File: src/rtl/irq_vector_unit.sv
module irq_vector_unit #(
  parameter int N_EXT  = 2,
  parameter int N_INT  = 7,
  parameter int DW     = 8,
  parameter int BASE_W = 3
) (
  input  logic              clk,
  input  logic              rst_n,
  input  logic [N_EXT-1:0]  ext_req,
  input  logic [N_INT-1:0]  int_req,
  input  logic              illegal_op,
  input  logic              fault_third,
  input  logic              reg_wr,
  input  logic              reg_sel,
  input  logic [DW-1:0]     reg_wdata,
  output logic [DW-1:0]     reg_rdata,
  input  logic              ack,
  output logic              irq_pending,
  output logic              trap_active,
  output logic [DW-1:0]     vec_out
);
  localparam int N_SRC  = N_EXT + N_INT;
  localparam int IDX_W  = $clog2(N_SRC);
  localparam int CODE_W = DW - BASE_W;

  logic              trap_q, ufo_q, ack_q;
  logic [N_EXT:0]    mask_q;
  logic [BASE_W-1:0] base_q;
  logic [DW-1:0]     vec_q;
  logic [N_SRC-1:0]  req;
  logic [IDX_W-1:0]  win;
  logic [DW-1:0]     vec_now;

  assign req = {int_req, ext_req & mask_q[N_EXT:1]};

  always_comb begin
    win = '0;
    for (int i = N_SRC - 1; i >= 0; i--)
      if (req[i]) win = IDX_W'(i);
  end

  assign vec_now     = {base_q, CODE_W'({win, 1'b0})};
  assign irq_pending = (|req) & ~trap_q;
  assign trap_active = trap_q;
  assign vec_out     = vec_q;

  wire ctl_wr  = reg_wr & ~reg_sel;
  wire base_wr = reg_wr & reg_sel;

  always_comb begin
    reg_rdata = '0;
    if (reg_sel) begin
      reg_rdata[DW-1 -: BASE_W] = base_q;
    end else begin
      reg_rdata[DW-1]    = trap_q;
      reg_rdata[DW-2]    = ufo_q;
      reg_rdata[N_EXT:0] = mask_q;
    end
  end

  always_ff @(posedge clk) begin
    if (!rst_n) begin
      trap_q <= 1'b0;
      ufo_q  <= 1'b0;
      mask_q <= (N_EXT+1)'(1);
      base_q <= '0;
      ack_q  <= 1'b0;
      vec_q  <= '0;
    end else begin
      if (ctl_wr)  mask_q <= reg_wdata[N_EXT:0];
      if (base_wr) base_q <= reg_wdata[DW-1 -: BASE_W];
      if (illegal_op) begin
        trap_q <= 1'b1;
        ufo_q  <= fault_third;
      end else if (ctl_wr && !reg_wdata[DW-1]) begin
        trap_q <= 1'b0;
      end
      ack_q <= ack;
      if (ack && !ack_q) vec_q <= vec_now;
    end
  end
endmodule


File: config.mk
export PLATFORM = sky130hd
export DESIGN_NAME = irq_vector_unit
export DESIGN_NICKNAME = d
export VERILOG_FILES = /design/src/rtl/irq_vector_unit.sv
export SDC_FILE = /design/constraint.sdc
export NUM_CORES = 1
export LEC_CHECK = 0
export BUFFER_PORTS_ARGS = -buffer_cell sky130_fd_sc_hd__clkbuf_2
export CORE_MARGIN = 1.5
export CORE_UTILIZATION = 39
export DETAILED_ROUTE_END_ITERATION = 7
export PLACE_DENSITY = 0.73
export REMOVE_ABC_BUFFERS = 1
export SLEW_MARGIN = 0
export SYNTH_ARGS = -nofsm -noshare
export SYNTH_HDL_FRONTEND = slang
export SYNTH_SLANG_ARGS = --single-unit
File: constraint.sdc
create_clock -name clk -period 0.95 [get_ports clk]
set_input_delay 0.19 -clock clk [delete_from_list [all_inputs] [get_ports clk]]
set_output_delay 0.19 -clock clk [all_outputs]
set_load 0.02 [all_outputs]
==> results.cfg <==
[cts]
clockBufferDepth = 2
clk_pin_slew_ns = 0.09
cts_buffers = 3
h-tree-depth = 1
cts.sinks = 16
cts_tree = built
insertion_delay_ns = 0.27
cts-root-buf = clkbuf_4
hold_buffers = 0

[logic_synthesis]
ys_seq_area_frac = 0.398
yosysWarnings = 0
syn_inst = 87
synth_cell_type_count = 29
synthTopCellsByArea = dfxtp_1 40%, mux2i_1 8.7%, nor2b_1 7.8%
netlist_area_sq_um = 805
synth.top_cell.area_share = 0.398
yosysTopAreaCell = dfxtp_1
ys_ff_latch = 16
syn_avg_cell_area_sq_um = 9.25

[timing]
fin_tns_setup_ns = -2.68
rsz0062_at_grt = true
finalHoldViolations = 0
min_period_over_period = 1.66
fin_ws_ns = -0.625
skew_ns = 0.000676
max_freq_mhz = 635
min_period_ns = 1.58
setup_viol_count_final = 16
slew_viol_final = 0

[routing]
dr_total_vias = 888
ant_nets = 0
viasPerCell = 4.99
drc = 0
wl_um = 2330
initialDrtViolationCount = 11
firstDrtPassIters = 4
wire_per_inst_um = 13.1

[hold_path]
min_to = mask_q[0]
worstHoldStart = reg_wdata[0]
hold_class = in -> reg
holdPathStages = 3

[finish]
final_layout_size_suffix_gt1_frac = 0.675
area_growth_pct = 86.2
fin_cells = 178
num-fill-cells = 151
finalNetCount = 177
utilization = 0.763
n_antenna_cell = 0
mostFrequentLayoutCells = 24 x buf_4, 21 x clkbuf_2, 16 x dfxtp_2
multi_input_area_sq_um = 537
mostFrequentLayoutCell = buf_4
register_area_sq_um = 340

[setup_path]
r2r-start = mask_q[2]
ff2ff_setup_slack_ns = -0.19
crit_path_end_kind = output pin
slowest_stage = dfxtp_2
worst_r2r_endpoint = vec_out[3]
r2r_cells = 6
max_stage_delay_ns = 0.33
start_kind = register
critPathRequiredTime_ns = 0.76
critical_path_class = reg -> out
worstPathArrival_ns = 1.39
crit_chain = a22o_4 > nor4bb_4 > nor2_1 > buf_2
path_max_fanout = 2

[power]
p_total_mw = 1.54
cellPowerDensity_nw_per_um2 = 1030
irDropWorstVdd_mv = 0.841
leakage_nw = 0.691

[floorplan]
num_io_pins = 42
start_util = 0.410
die_w_um = 48.4
die_area_sq_um = 2340
rows = 16
die_y_um = 48.4
coreArea_sq_um = 1960

[global_route]
grt_use_total = 0.185
grt_max_degree = 13
grt_pass1_vias = 801
antenna_found_initial = 0
grt_overflow = 0
grt_pass1_wl_um = 3430

[run]
maxCapViolCount = 0

[outcome]
status = finished with violations
violations = negative setup slack

[placement]
dp_cells = 163
place_congestion = 0.864
io_buffer_count = 36
place_hpwl_um = 1520
## cell families (layout without fill, tap and decap cells)
logic type / count (synthesis) / count (layout) / synth area share
AO/OA/AOI/OAI: 13 / 13 / 0.140
flip-flops: 16 / 16 / 0.398
buffers and inverters: 9 / 71 / 0.0669
AND/OR/NAND/NOR: 39 / 39 / 0.275
other: 1 / 3 / 0.00466
multiplexers: 9 / 9 / 0.115
## how the worst max path moves through the flow
stage / start / endpoint / slack, ns / depth (start not counted)
after floorplan: ack_q / vec_out[5] / -0.20 / 3
after CTS: mask_q[2] / irq_pending / -0.62 / 4
final: mask_q[2] / irq_pending / -0.63 / 4
after global routing: mask_q[2] / irq_pending / -0.69 / 4
after global placement: int_req[2] / irq_pending / -0.32 / 5
after detailed placement: int_req[2] / irq_pending / -0.34 / 5
## flip-flops by register name, summed over array words and instances, names as in the netlist
signal and count:
ufo_q 1, trap_active 1, vec_out 7, ack_q 1, base_q 3, mask_q 3
## through the flow
step | instance area (sq um) | hold WS (ns) | setup WS (ns)
after floorplan | 766 | 0.252 | -0.196
after global placement | 1110 | 0.408 | -0.320
final | 1500 | 0.130 | -0.625
after global routing | 1500 | 0.133 | -0.687
after detailed placement | 1110 | 0.414 | -0.344
after CTS | 1320 | 0.126 | -0.617
## cells in the mapped netlist
| library cell | count |
|---|---|
| conb_1 | 1 |
| o21a_1 | 1 |
| nand3_1 | 5 |
| o21ai_1 | 1 |
| a22o_2 | 1 |
| a221o_1 | 1 |
| buf_4 | 5 |
| nand4_1 | 1 |
| nor4bb_1 | 1 |
| a21boi_0 | 4 |
| inv_1 | 2 |
| mux2_2 | 2 |
| mux2i_1 | 7 |
| o22ai_1 | 1 |
| o31a_1 | 1 |
| o32a_1 | 1 |
| buf_2 | 1 |
| nand2b_1 | 1 |
| and2_1 | 3 |
| nand3b_1 | 1 |
| dfxtp_1 | 16 |
| nor2_1 | 4 |
| o32ai_1 | 1 |
| nor4_4 | 1 |
| nand2_1 | 11 |
| o32ai_2 | 1 |
| and2b_1 | 1 |
| clkbuf_1 | 1 |
| nor2b_1 | 10 |
## layer usage
metal	track usage	wire length (um)
met5	0	0
met3	0.0463	126
met1	0.206	880
met4	0.0524	8
met2	0.345	1310
## where the power goes
part,switching (mW),internal [mW]
Clock,0.196,0.147
Sequential,0.0234,0.707
Combinational,0.206,0.262
## final cells by class
class,instances,share of cell area
clock buffers,3,0.0150
inverters,2,0.00501
multi-input cells,64,0.358
flip-flops and latches,16,0.227
well taps,27,0.0226
repair buffers,66,0.372
## worst max-delay path, delay by kind of cell, from the launching register on
family | cells | cell delay [ns]
buf+inv | 1 | 0.17
compound gates | 1 | 0.25
simple gates | 2 | 0.36
flops | 1 | 0.33
## what timing repair did
action,in CTS,in global routing
setup buffers,4,8
pin swaps,2,2
resized for setup,45,37
endpoints found under the setup margin,21,22
endpoints found under the hold margin,0,0
Power figures use the tool's default switching activity.
